**config.mk**
```make
export PLATFORM = sky130hd
export DESIGN_NAME = supply_supervisor
export DESIGN_NICKNAME = d
export VERILOG_FILES = /design/src/rtl/ssv_pkg.sv /design/src/rtl/ssv_hold_timer.sv /design/src/rtl/ssv_seal.sv /design/src/rtl/supply_supervisor.sv
export SDC_FILE = /design/constraint.sdc
export NUM_CORES = 1
export LEC_CHECK = 0
export BUFFER_PORTS_ARGS = -buffer_cell sky130_fd_sc_hd__buf_2
export CAP_MARGIN = 20
export CORE_MARGIN = 4
export CORE_UTILIZATION = 45
export DETAILED_ROUTE_END_ITERATION = 6
export PLACE_DENSITY = 0.65
export SYNTH_ARGS = -nofsm -noshare
export SYNTH_HDL_FRONTEND = slang
export SYNTH_SLANG_ARGS = --single-unit
export TNS_END_PERCENT = 50
```
**constraint.sdc**
```tcl
create_clock -name clk -period 4.15 [get_ports clk]
set_input_delay 0.6225 -clock clk [delete_from_list [all_inputs] [get_ports clk]]
set_output_delay 0.6225 -clock clk [all_outputs]
set_load 0.01 [all_outputs]
```
**src/rtl/ssv_pkg.sv**
```systemverilog
package ssv_pkg;
  // Bits needed to count from 0 up to lim inclusive.
  function automatic int cnt_width(input int lim);
    return (lim < 1) ? 1 : $clog2(lim + 1);
  endfunction

  // Next value of the valid-run counter: cleared on a failure, saturating at lim.
  function automatic int next_run(input int cur, input bit fail, input int lim);
    if (fail) return 0;
    if (cur < lim) return cur + 1;
    return cur;
  endfunction
endpackage

```
**src/rtl/ssv_hold_timer.sv**
```systemverilog
module ssv_hold_timer #(
  parameter int HOLD_CYC = 200_000,
  parameter int REC_CYC  = 2_000
) (
  input  logic clk,
  input  logic rst_n,
  input  logic below_trip,
  output logic hold_done,
  output logic rec_reached,
  output logic rise_evt
);
  localparam int CW = ssv_pkg::cnt_width(HOLD_CYC);
  localparam logic [CW-1:0] HOLD_V = CW'(HOLD_CYC);
  localparam logic [CW-1:0] REC_V  = CW'(REC_CYC);

  generate
    if (REC_CYC < 1 || REC_CYC >= HOLD_CYC) begin : g_bad_cfg
      $error("recovery count must be at least 1 and below the hold count");
    end
  endgenerate

  logic [CW-1:0] run_cnt;

  always_ff @(posedge clk or negedge rst_n) begin
    if (!rst_n) run_cnt <= '0;
    else        run_cnt <= CW'(ssv_pkg::next_run(int'(run_cnt), below_trip, HOLD_CYC));
  end

  assign hold_done   = !below_trip && (run_cnt == HOLD_V);
  assign rec_reached = !below_trip && (run_cnt >= REC_V);
  assign rise_evt    = !below_trip && (run_cnt == '0);


  fail_clears_chk: assert property (@(posedge clk) disable iff (!rst_n)
    below_trip |=> (run_cnt == '0));

  no_overflow_chk: assert property (@(posedge clk) disable iff (!rst_n)
    run_cnt <= HOLD_V);

  restart_chk: assert property (@(posedge clk) disable iff (!rst_n)
    below_trip |=> !hold_done);
endmodule

```
**src/rtl/ssv_seal.sv**
```systemverilog
module ssv_seal (
  input  logic clk,
  input  logic rst_n,
  input  logic below_trip,
  output logic armed
);
  always_ff @(posedge clk or negedge rst_n) begin
    if (!rst_n)           armed <= 1'b0;
    else if (!below_trip) armed <= 1'b1;
  end


  seal_sticky_chk: assert property (@(posedge clk) disable iff (!rst_n)
    armed |=> armed);
endmodule

```
**src/rtl/supply_supervisor.sv**
```systemverilog
module supply_supervisor #(
  parameter int HOLD_CYC = 200_000,
  parameter int REC_CYC  = 2_000
) (
  input  logic clk,
  input  logic rst_n,
  input  logic below_trip,
  input  logic below_batt,
  output logic rst_out_n,
  output logic rec_done,
  output logic batt_sel,
  output logic mode_stb
);
  logic hold_done, rec_reached, rise_evt, seal_armed;

  ssv_hold_timer #(.HOLD_CYC(HOLD_CYC), .REC_CYC(REC_CYC)) u_timer (
    .clk(clk), .rst_n(rst_n), .below_trip(below_trip),
    .hold_done(hold_done), .rec_reached(rec_reached), .rise_evt(rise_evt)
  );

  ssv_seal u_seal (
    .clk(clk), .rst_n(rst_n), .below_trip(below_trip), .armed(seal_armed)
  );

  assign rst_out_n = rst_n && hold_done;
  assign rec_done  = rst_n && rec_reached;
  assign batt_sel  = seal_armed && below_trip && below_batt;
  assign mode_stb  = rst_n && rise_evt;


  rec_before_rel_chk: assert property (@(posedge clk) disable iff (!rst_n)
    $rose(rst_out_n) |-> rec_done);

  release_held_chk: assert property (@(posedge clk) disable iff (!rst_n)
    (rst_out_n && !below_trip) |=> (rst_out_n || below_trip));

  stb_single_chk: assert property (@(posedge clk) disable iff (!rst_n)
    mode_stb |=> !mode_stb);
endmodule

```
== Word level (Yosys, flattened, before mapping) ==
Index checks and enable logic that the tools add are counted.

* $add $sub $neg: 1
* Order comparisons: 2
* Equality and inequality tests: 1
* Muxes and demuxes: 6
* Reductions and logical operators: 11

{| class="wikitable"
|+ Operator list
! cell !! count
|-
| 2-to-1 mux 18 bit || 3
|-
| adder 18 x 1 -> 18 bit, second input constant || 1
|-
| == test 18 bit, second input constant || 1
|-
| >= comparator 18 x 11 -> 1 bit, second input constant || 1
|-
| logical NOT 18 bit || 1
|-
| less-than comparator 18 bit, second input constant || 1
|-
| logical AND 1 bit || 8
|-
| 2-to-1 mux 1 bit || 3
|-
| nonzero test 2 bit || 1
|-
| logical NOT 1 bit || 1
|}

* Bits in registers: 19
* Output and inout port bits: 4

== Longest topological paths before layout ==
Gate-level depths: netlist of run 1.

* Word-level depth: 5
* Gate-level depth with buffers: 6
* Depth with buffers taken out: 5

== Modules after synthesis ==
Synthesis of run 1 repeated with hierarchy kept, for this count alone.

* Cell total of the unflattened synthesis: 141
* Area total of the unflattened synthesis: 1238.7 um^2

{| class="wikitable"
|+ Modules (own cells, without submodules)
! module !! instances !! cells each !! area an instance (um^2) !! seq. area each (um^2)
|-
| ssv_hold_timer || 1 || 135 || 1182.4 || 450.4
|-
| ssv_seal || 1 || 2 || 31.3 || 25.0
|-
| supply_supervisor || 1 || 4 || 25.0 || 0.0
|}

== Worst setup path before layout of run 1 ==
Ideal clock, no wire load.

* Path kind: flip-flop to output port
* Start: reg u_timer.run_cnt[14]
* End: out rst_out_n
* Data arrival time: 1.358 ns
* Data required time: 3.527 ns
* Path slack: 2.170 ns
* Stages on the path, launching flop included: 4
* Path through: dfrtp_1 > nor4_4 > nand4_1 > nor3_1

* Cells in the longest elaborated chain, start to end: 3

{| class="wikitable"
|+ Ends and longest elaborated chain
! item !! line !! text
|-
| from (decl) || ssv_hold_timer.sv:22 || <nowiki>logic [CW-1:0] run_cnt;</nowiki>
|-
| from (signal assigned) || ssv_hold_timer.sv:26 || <nowiki>else run_cnt <= CW'(ssv_pkg::next_run(int'(run_cnt), below_trip, HOLD_CYC));</nowiki>
|-
| == test 18 bit || ssv_hold_timer.sv:29 || <nowiki>assign hold_done = !below_trip && (run_cnt == HOLD_V);</nowiki>
|-
| logical AND 1 bit || ssv_hold_timer.sv:29 ||
|-
| logical AND 1 bit || supply_supervisor.sv:25 || <nowiki>assign rst_out_n = rst_n && hold_done;</nowiki>
|-
| to (decl) || supply_supervisor.sv:9 || <nowiki>output logic rst_out_n,</nowiki>
|}

Every way passes these cells.

== Worst setup path after layout of run 1 ==
Same ends and word-level chain as after synthesis.

==> impl_metrics.py, run 1 <==
metrics = {
    "outcome": {
        "status": "finished, final reports clean",
    },
    "route": {
        "routed-via-count": 1066,
        "finalWirelength_microns": 2490,
        "drtIter0Drc": 77,
        "via_per_inst": 6.27,
        "detail_route.wl_per_cell_microns": 14.6,
        "firstDrtPassIters": 5,
        "drt.antenna.violating_nets": 0,
        "detail_route.drc_violations": 0,
    },
    "floorplan": {
        "die_w_microns": 59.3,
        "design.die.area_sq_mm": 0.00351,
        "initial_utilization_pct": 47.3,
        "chipHeight_microns": 59.3,
        "fp.coreArea_sq_mm": 0.00250,
        "floorplan.rows": 18,
        "io_pins": 8,
    },
    "power_and_ir_drop": {
        "power_per_cell_area_mw_per_mm2": 243,
        "power_leakage_nw": 0.475,
        "peak_supply_drop_mv": 0.230,
    },
    "grt": {
        "global_route.usage.total_pct": 16.3,
        "met1_usage_pct": 21.5,
        "global_route.usage.met3_pct": 3.92,
        "met2_usage_pct": 25.9,
        "grt_start_max_net_pins": 26,
        "grt_antenna_before_repair": 0,
        "number_of_global_route_vias_before_repair": 969,
        "grt_total_ovfl": 0,
        "grt_pass1_wl_microns": 4370,
        "grt_most_used_layer": "met2",
    },
    "cells_and_area": {
        "design.final.nets": 147,
        "n_antenna_cell": 0,
        "layout-drive-gt1-share_pct": 13.6,
        "utilization_pct": 50.1,
        "area_growth_pct": 5.93,
        "fill_cells": 237,
    },
    "setup_path": {
        "end_kind": "output pin",
        "critPathSlowestCell": "nor4_4",
        "worst_path_largest_cell_delay_ps": 540,
        "worstPathCellList": "nor4_4, nand4_1, nor3_1, buf_2",
        "ff2ff_setup_slack_ps": 2100,
        "timing.setup.critical_path_class": "register to output pin",
        "cp_startpoint_kind": "register",
        "cp_data_required_time_ps": 3530,
        "worstPathMaxFanout": 7,
        "cp.arrival_ps": 1880,
    },
    "sta": {
        "max-slew-margin-rel_pct": 35.6,
        "setup_viol": 0,
        "clock.fmax_mhz": 400,
        "setup_tns_ps": 0,
        "final_critical_delay_including_setup_and_external_delays_ps": 2500,
        "fin_worst_skew_ps": 11.2,
        "drv_slew": 0,
        "layout_worst_path_cycle_share_pct": 60.2,
        "final-hold-violation-count": 0,
        "tightest_slew_ps": 965,
        "rsz0062_at_grt": "false",
    },
    "placed_design": {
        "place.gp.congestion": 0.800,
        "buffer_ports.inserted": 7,
        "detailed_placement_wirelength_estimate_microns": 1780,
    },
    "yosys": {
        "syn_inst": 135,
        "yosys-top-cells-count": "dfrtp_1, a21oi_1, nand3_1, or4_1, o31ai_1",
        "synth_area_leader_cell": "dfrtp_1",
        "synth.lib_cells_used.distinct": 30,
        "synth.cell_area_sq_mm": 0.00118,
        "async_flop_share_pct": 100,
        "yosysWarningCount": 0,
        "postSynthAreaPerCell_sq_um": 8.76,
        "synth.top_cells.by_area": "dfrtp_1, or4_1, a21oi_1, o31ai_1, nand3_1",
        "yosys_register_bits": 19,
        "post-synth-top-area-fraction_pct": 40.2,
        "synth_seq_area_share_pct": 40.2,
        "synthesis.nets": 141,
        "synth-main-ff-cell": "dfrtp_1",
        "yosys.cell_count.top_type": "dfrtp_1",
        "synth_enable_flop_cells": 0,
    },
    "clocking": {
        "tritoncts": "built",
        "post-cts-setup-buffers": 0,
        "cts-hold-fix-buffers": 0,
        "cts.root.buffer_cell": "clkbuf_4",
        "count_of_cells_resized_by_post_cts_repair": 0,
        "clock_sinks": 19,
        "num_cts_buffers": 3,
        "clock_tree.htree_level_count": 1,
        "clock_insertion_delay_worst_skew_ps": 300,
        "cts.clk_slew.worst_paths_ps": 110,
        "clockBufferDepth": 2,
    },
    "min_path": {
        "worstHoldPathType": "input pin to asynchronous set/reset pin",
    },
    "job": {
        "maxCapViolCount": 0,
    },
}
[power breakdown]
part / total [mW] / internal [mW] / leakage [nW] / switching, mW
clock network: 0.0930 / 0.0375 / 0.0150 / 0.0555
registers: 0.190 / 0.187 / 0.258 / 0.00293
logic: 0.0207 / 0.00723 / 0.203 / 0.0135
[layer usage]
layer,vias up,wire length [microns]
met3,4,97
met2,19,1210
met5,-,0
met1,521,1150
met4,0,29
li1,522,-
[registers in the layout, summed over array words and instances, names as in the netlist]
signal	flops
u_timer.run_cnt	18
u_seal.armed	1
[metrics by stage]
stage | hold slack (ps) | std cells | setup WS (ps) | total power, mW | area [sq um]
finish | 244 | 170 | 1650 | 0.304 | 1250
global route | 265 | 170 | 1500 | 0.321 | 1250
floorplan | 327 | 135 | 2170 | 0.206 | 1180
global placement | 447 | 166 | 1740 | 0.215 | 1230
detailed placement | 451 | 166 | 1680 | 0.215 | 1230
CTS | 256 | 170 | 1650 | 0.310 | 1250
[placed cells by master (no fill, tap or decap), types with 2 or more instances in the layout]
| cell | netlist | routed |
|---|---|---|
| nand2_1 | 7 | 7 |
| inv_1 | 8 | 8 |
| dfrtp_1 | 19 | 19 |
| clkbuf_4 | 0 | 3 |
| nand4_1 | 4 | 4 |
| ha_1 | 2 | 2 |
| o31ai_1 | 10 | 10 |
| o21ai_0 | 5 | 5 |
| nor4_1 | 2 | 2 |
| or3_1 | 3 | 3 |
| nor2_1 | 7 | 7 |
| nor3_1 | 5 | 5 |
| or4_1 | 11 | 11 |
| buf_2 | 2 | 7 |
| nor2b_1 | 2 | 2 |
| nand3_1 | 11 | 11 |
| and3_1 | 3 | 3 |
| a21oi_1 | 16 | 16 |
| or2_2 | 2 | 2 |
| mux2_2 | 3 | 3 |
[path summary, 6_finish.rpt]
path / startpoint / end / cells past startpoint
min in group clk: u_seal.armed / u_seal.armed / 1
worst max register to register: u_timer.run_cnt[10] / u_timer.run_cnt[0] / 4
worst min register to register: u_seal.armed / u_seal.armed / 1
worst max-delay path: u_timer.run_cnt[14] / rst_out_n / 4
max in group asynchronous: rst_n / u_timer.run_cnt[1] / 1
worst min-delay path: rst_n / u_timer.run_cnt[15] / 1
[critical path, delay by kind of cell, from the launching register on]
kind / cells / cell delay, ps
buffers and inverters: 1 / 160
AND/OR/NAND/NOR: 3 / 960
flip-flops: 1 / 460
[cells by family (layout without fill, tap and decap cells)]
group,after synthesis,in the layout,share of synthesized area [%]
AND/OR/NAND/NOR,61,61,30.4
AO/OA/AOI/OAI,36,36,19.5
flip-flops,19,19,40.2
buffers and inverters,14,19,4.97
multiplexers,3,3,2.86
adder cells (fa/ha/maj),2,2,2.12
[cell type report]
type | count | area (sq um) | share of cell area [%]
Multi-Input combinational cell | 102 | 648 | 51.7
Sequential cell | 19 | 475 | 38.0
Tap cell | 30 | 37.5 | 3.00
Timing Repair Buffer | 7 | 35.0 | 2.80
Inverter | 8 | 30.0 | 2.40
Clock buffer | 4 | 26.3 | 2.10
Power figures use the tool's default switching activity.
==> run 2, diff against run 1 <==
ABC_AREA = 1   (was unset)
clock period = 2.39 ns   (was 4.15 ns; I/O delays follow)
==> impl_metrics.py, run 2 <==
metrics = {
    "outcome": {
        "status": "finished, final reports clean",
    },
    "cells_and_area": {
        "layout-drive-gt1-share_pct": 11.6,
        "mostFrequentLayoutCells": "nand2_1, nor2_1, dfrtp_1",
        "area_growth_pct": 7.46,
        "finalInstanceArea_sq_mm": 0.00139,
        "largest_register_ffs": 18,
        "area_used_by_multi_input_combinational_logic_sq_um": 717,
        "largest_register": "u_timer.run_cnt",
        "fill_cells": 293,
        "layout.cells.most_common": "nand2_1",
        "sequential_cell_area_sq_um": 475,
        "design.final.nets": 206,
        "n_antenna_cell": 0,
        "layout_top_registers": "u_timer.run_cnt x18, u_seal.armed x1",
    },
    "yosys": {
        "post-synth-top-area-fraction_pct": 36.8,
        "yosys_register_bits": 19,
        "synthesis.nets": 194,
        "synth_seq_area_share_pct": 36.8,
        "synth_enable_flop_cells": 0,
        "synth.cell_area_sq_mm": 0.00129,
        "synth.lib_cells_used.distinct": 25,
        "synth_area_leader_cell": "dfrtp_1",
        "synth-main-ff-cell": "dfrtp_1",
        "postSynthAreaPerCell_sq_um": 6.87,
        "yosys-top-cells-count": "nand2_1, nor2_1, dfrtp_1",
        "syn_inst": 188,
        "yosysWarningCount": 0,
        "async_flop_share_pct": 100,
        "synth.top_cells.by_area": "dfrtp_1, nand2_1, nor2_1, nand3_1, inv_1",
        "yosys.cell_count.top_type": "nand2_1",
    },
    "sta": {
        "rsz0062_at_grt": "false",
        "worst_slack_ps": 453,
        "clock.fmax_mhz": 516,
        "tightest_slew_ps": 316,
        "setup_tns_ps": 0,
        "layout_worst_path_cycle_share_pct": 81.1,
        "drv_slew": 0,
        "setup_viol": 0,
        "fin_worst_skew_ps": 3.26,
        "final-hold-violation-count": 0,
        "max-slew-margin-rel_pct": 78.9,
        "final_critical_delay_including_setup_and_external_delays_ps": 1940,
    },
    "grt": {
        "grt_start_max_net_pins": 20,
        "global_route.usage.total_pct": 18.8,
        "grt_antenna_before_repair": 0,
        "number_of_global_route_vias_before_repair": 1173,
        "grt_pass1_wl_microns": 5320,
        "grt_total_ovfl": 0,
    },
    "route": {
        "drt.antenna.violating_nets": 0,
        "detail_route.drc_violations": 0,
        "detail_route.wl_per_cell_microns": 13.5,
        "finalWirelength_microns": 3100,
        "via_per_inst": 5.36,
        "drtIter0Drc": 86,
        "routed-via-count": 1233,
        "firstDrtPassIters": 4,
    },
    "setup_path": {
        "cp_top_family": "flip-flops",
        "cp_data_required_time_ps": 2030,
        "crit_buf_inv": 1,
        "worstPathMaxFanout": 6,
        "cp_startpoint_kind": "register",
        "critPathSlowestCell": "dfrtp_1",
        "timing.setup.critical_path_class": "register to output pin",
        "worstPathCellList": "nand2_1, nor2_1, o211ai_1, a21oi_1, buf_2",
        "cp.arrival_ps": 1580,
        "ff2ff_setup_slack_ps": 850,
        "worst_path_largest_cell_delay_ps": 460,
        "end_kind": "output pin",
    },
    "placed_design": {
        "standard_cell_area_after_detailed_placement_sq_mm": 0.00136,
        "buffer_ports.inserted": 7,
        "placement.setup.worst_slack_ps": 812,
        "detailed_placement_wirelength_estimate_microns": 2360,
        "place.gp.congestion": 0.887,
    },
    "power_and_ir_drop": {
        "totalPowerFinal_mw": 0.543,
        "power_per_cell_area_mw_per_mm2": 391,
        "power_leakage_nw": 0.655,
        "peak_supply_drop_mv": 0.251,
    },
    "floorplan": {
        "floorplan.rows": 19,
        "initial_utilization_pct": 46.8,
        "io_pins": 8,
        "design.die.area_sq_mm": 0.00379,
        "fp.coreArea_sq_mm": 0.00276,
        "chipHeight_microns": 61.6,
        "die_w_microns": 61.6,
    },
    "clocking": {
        "cts.root.buffer_cell": "clkbuf_4",
        "clock_tree.htree_level_count": 1,
        "count_of_cells_resized_by_post_cts_repair": 0,
        "cts-hold-fix-buffers": 0,
        "clock_sinks": 19,
        "num_cts_buffers": 3,
        "tritoncts": "built",
        "clock_insertion_delay_worst_skew_ps": 300,
        "post-cts-setup-buffers": 0,
        "clockBufferDepth": 2,
        "cts.clk_slew.worst_paths_ps": 110,
    },
    "job": {
        "maxCapViolCount": 0,
    },
    "min_path": {
        "worstHoldPathType": "input pin to asynchronous set/reset pin",
    },
}
[run 2: changes by cell type after synthesis, sizes merged, moves of 5 or more]
cell,before,now
nand3,11,20
xor2,0,5
nand4,4,9
or4,11,0
a21oi,17,6
nand2,7,56
inv,8,19
o31ai,10,0
nor2,7,36
[run 2: per-stage QoR]
step                      std cells  util (%)  hold slack, ps
final                           230      50.3            19.6
after global routing            230      50.3            27.1
after CTS                       230      50.3            29.2
after detailed placement        226      49.4             370
after global placement          226      49.4             374
after floorplan                 188         -            62.9
[run 2: cells by family after synthesis]
| kind of cell | Yosys count | synth area share [%] |
|---|---|---|
| flops | 19 | 36.8 |
| compound gates | 11 | 4.46 |
| fa+ha+maj | 2 | 1.94 |
| simple gates | 128 | 45.1 |
| buf+inv | 22 | 7.65 |
| xor+xnor | 6 | 4.07 |
[run 2: layer usage]
metal | wire, microns | GRT usage [%] | share of wire, % | up-vias
li1 | - | - | - | 629
met1 | 1470 | 25.7 | 48 | 567
met2 | 1460 | 30.8 | 47 | 30
met3 | 108 | 1.89 | 3.5 | 7
met4 | 53 | 6.97 | 1.7 | 0
met5 | 0 | 0 | 0 | -
[run 2: area by class of cell]
class,instances,share of cell area [%]
timing repair buffer,9,3.61
tap,31,2.80
clock buffer,4,1.89
multi-input combinational,147,51.7
sequential,19,34.3
inverter,20,5.77
[run 2: final timing paths]
path,startpoint,to,cells after the start
worst max-delay path,u_timer.run_cnt[9],rec_done,5
worst min-delay path,rst_n,u_timer.run_cnt[10],2
worst max register to register,u_timer.run_cnt[0],u_timer.run_cnt[16],8
worst min register to register,u_seal.armed,u_seal.armed,1
max in group asynchronous,rst_n,u_timer.run_cnt[1],2
min in group clk,below_trip,u_timer.run_cnt[17],2
[run 2: power breakdown]
part | total, mW | switching, mW | leakage, nW | internal, mW
logic | 0.0428 | 0.0280 | 0.382 | 0.0148
registers | 0.330 | 0.00465 | 0.258 | 0.325
clock network | 0.170 | 0.105 | 0.0150 | 0.0652
total | 0.543 | 0.137 | 0.655 | 0.405
[run 2: worst reg2reg max path, cell delays in order, from the launching register on]
cell and delay (ps):
dfrtp_1 410, ha_1 280, inv_1 60, nor2_1 220
nand3_1 160, nor2_1 160, nand3_2 80, nand2_1 60
inv_1 30
==> run 3, diff against run 2 <==
clock period = 2 ns   (was 2.39 ns; I/O delays follow)
==> impl_metrics.py, run 3 (synthesis gave the netlist of run 2 again) <==
metrics = {
    "outcome": {
        "status": "finished, final reports clean",
    },
    "setup_path": {
        "critPathSlowestCell": "dlygate4sd3_1",
        "worstPathCellList": "dlygate4sd3_1, buf_2, nand2_1, nor3_2, nand2_1, nor3_1, buf_2",
        "reg2reg_from": "u_timer.run_cnt[0]",
        "cp.arrival_ps": 1630,
        "ff2ff_setup_slack_ps": 470,
        "cp_startpoint_kind": "input pin",
        "cp_data_required_time_ps": 1700,
        "timing.reg2reg.worst_path_depth": 6,
        "worst_path_largest_cell_delay_ps": 520,
        "crit_buf_inv": 3,
        "cp_top_family": "buffers and inverters",
        "end_kind": "output pin",
        "crit-reg2reg-capture": "u_timer.run_cnt[6]",
        "timing.setup.critical_path_class": "input pin to output pin",
        "worstPathMaxFanout": 2,
    },
    "floorplan": {
        "design.die.area_sq_mm": 0.00379,
        "die_w_microns": 61.6,
        "chipHeight_microns": 61.6,
        "io_pins": 8,
        "fp.coreArea_sq_mm": 0.00276,
        "initial_utilization_pct": 46.8,
        "floorplan.rows": 19,
    },
    "route": {
        "dr_wl_met2_microns": 1400,
        "firstDrtPassIters": 4,
        "drtIter0Drc": 44,
        "detailroute.wirelength.met3_microns": 151,
        "detail_route.wl_per_cell_microns": 13.3,
        "via_per_inst": 5.34,
        "wl_met1_microns": 1500,
        "finalWirelength_microns": 3080,
        "routed-via-count": 1234,
        "maxUsedRoutingLayer": "met4",
        "detail_route.drc_violations": 0,
        "drt.antenna.violating_nets": 0,
    },
    "placed_design": {
        "place.detailed.instances": 226,
        "detailed_placement_wirelength_estimate_microns": 2310,
        "place.gp.congestion": 0.899,
        "buffer_ports.inserted": 7,
        "placement.setup.worst_slack_ps": 454,
    },
    "cells_and_area": {
        "n_antenna_cell": 0,
        "layout_top_registers": "u_timer.run_cnt x18, u_seal.armed x1",
        "layout-drive-gt1-share_pct": 12.5,
        "largest_register": "u_timer.run_cnt",
        "largest_register_ffs": 18,
        "area_growth_pct": 8.82,
        "instances_no_fill": 231,
        "layout.cells.most_common": "nand2_1",
        "design.final.nets": 207,
        "utilization_pct": 51.0,
        "mostFrequentLayoutCells": "nand2_1, nor2_1, dfrtp_1",
    },
    "clocking": {
        "clockBufferDepth": 2,
        "clock_sinks": 19,
        "clock_tree.htree_level_count": 1,
        "cts.clk_slew.worst_paths_ps": 120,
        "num_cts_buffers": 3,
        "clock_insertion_delay_worst_skew_ps": 300,
        "tritoncts": "built",
        "cts.root.buffer_cell": "clkbuf_4",
    },
    "sta": {
        "setup_viol": 0,
        "setup_tns_ps": 0,
        "clock.fmax_mhz": 519,
        "tightest_slew_ps": 273,
        "rsz0062_at_grt": "false",
        "fin_worst_skew_ps": 12.6,
        "final-hold-violation-count": 0,
        "worst_slack_ps": 72.1,
        "final_critical_delay_including_setup_and_external_delays_ps": 1930,
        "max-slew-margin-rel_pct": 81.6,
        "drv_slew": 0,
        "layout_worst_path_cycle_share_pct": 96.4,
    },
    "min_path": {
        "holdCritStartpoint": "below_trip",
        "worstHoldPathType": "input pin to register",
        "worst_hold_path.endpoint": "u_timer.run_cnt[17]",
        "worst_hold_stages": 2,
    },
    "power_and_ir_drop": {
        "switching_power_mw": 0.168,
        "p_comb_share_pct": 8.2,
        "peak_supply_drop_mv": 0.386,
        "part_of_the_power_in_the_clock_network_pct": 31.4,
        "power_per_cell_area_mw_per_mm2": 465,
        "intPower_mw": 0.486,
        "switching_power_as_a_share_of_total_power_pct": 25.7,
        "totalPowerFinal_mw": 0.654,
        "power_leakage_nw": 0.663,
        "power_frac_seq_pct": 60.4,
    },
    "grt": {
        "global_route.usage.total_pct": 18.5,
        "grt_antenna_before_repair": 0,
        "number_of_global_route_vias_before_repair": 1120,
        "grt_total_ovfl": 0,
        "grt_pass1_wl_microns": 5200,
        "grt_start_max_net_pins": 20,
    },
    "job": {
        "maxCapViolCount": 0,
    },
}
-- run 3: area by class of cell --
| cell class | instances | area [sq um] |
|---|---|---|
| timing repair buffer | 10 | 60.1 |
| clock buffer | 4 | 26.3 |
| inverter | 20 | 80.1 |
| fill | 276 | 1350 |
| sequential | 19 | 475 |
| multi-input combinational | 147 | 724 |
| tap | 31 | 38.8 |
-- run 3: stage by stage --
stage | hold WS, ps | cell area [sq um]
after floorplan | 4.41 | 1290
after detailed placement | 320 | 1360
final | 175 | 1410
after global routing | 184 | 1410
after global placement | 310 | 1360
after CTS | 176 | 1400
-- run 3: power by group through the flow --
stage | clock network [mW] | logic [mW] | registers [mW]
3_5_place_dp | 0 | 0.0524 | 0.402
4_1_cts | 0.209 | 0.0543 | 0.395
6_report | 0.205 | 0.0539 | 0.395
2_1_floorplan | 0 | 0.0280 | 0.401
5_1_grt | 0.223 | 0.0594 | 0.395
3_3_place_gp | 0 | 0.0517 | 0.402
-- run 3: worst register-to-register path, cell delays in order, from the launching register on --
cell and delay, ps:
dfrtp_1 420, ha_1 280, nand3_1 140, nor2_1 260, xor2_1 210, nand3_2 70, o21ai_1 80
-- run 3: how the worst max path moves through the flow --
stage               cells after the start                from  slack, ps  endpoint
global placement                        5  u_timer.run_cnt[7]        490  rec_done
CTS                                     7               rst_n         90  mode_stb
floorplan                               4  u_timer.run_cnt[6]        640  rec_done
finish                                  7               rst_n         70  mode_stb
global route                            5  u_timer.run_cnt[7]         30  rec_done
detailed placement                      5  u_timer.run_cnt[6]        450  rec_done
-- run 3: routing by layer --
layer  vias to the layer above  track usage (%)
met3                         4             2.73
met4                         0             4.55
li1                        631                -
met1                       569             25.9
met2                        30             29.7
met5                         -                0
-- run 3: what timing repair did --
item / in CTS / in global routing
endpoints found under the hold margin: 19 / 0
buffers inserted: 0 / 0
hold buffers: 1 / 0
gates resized for setup: 0 / 2
setup endpoints to repair: 0 / 3
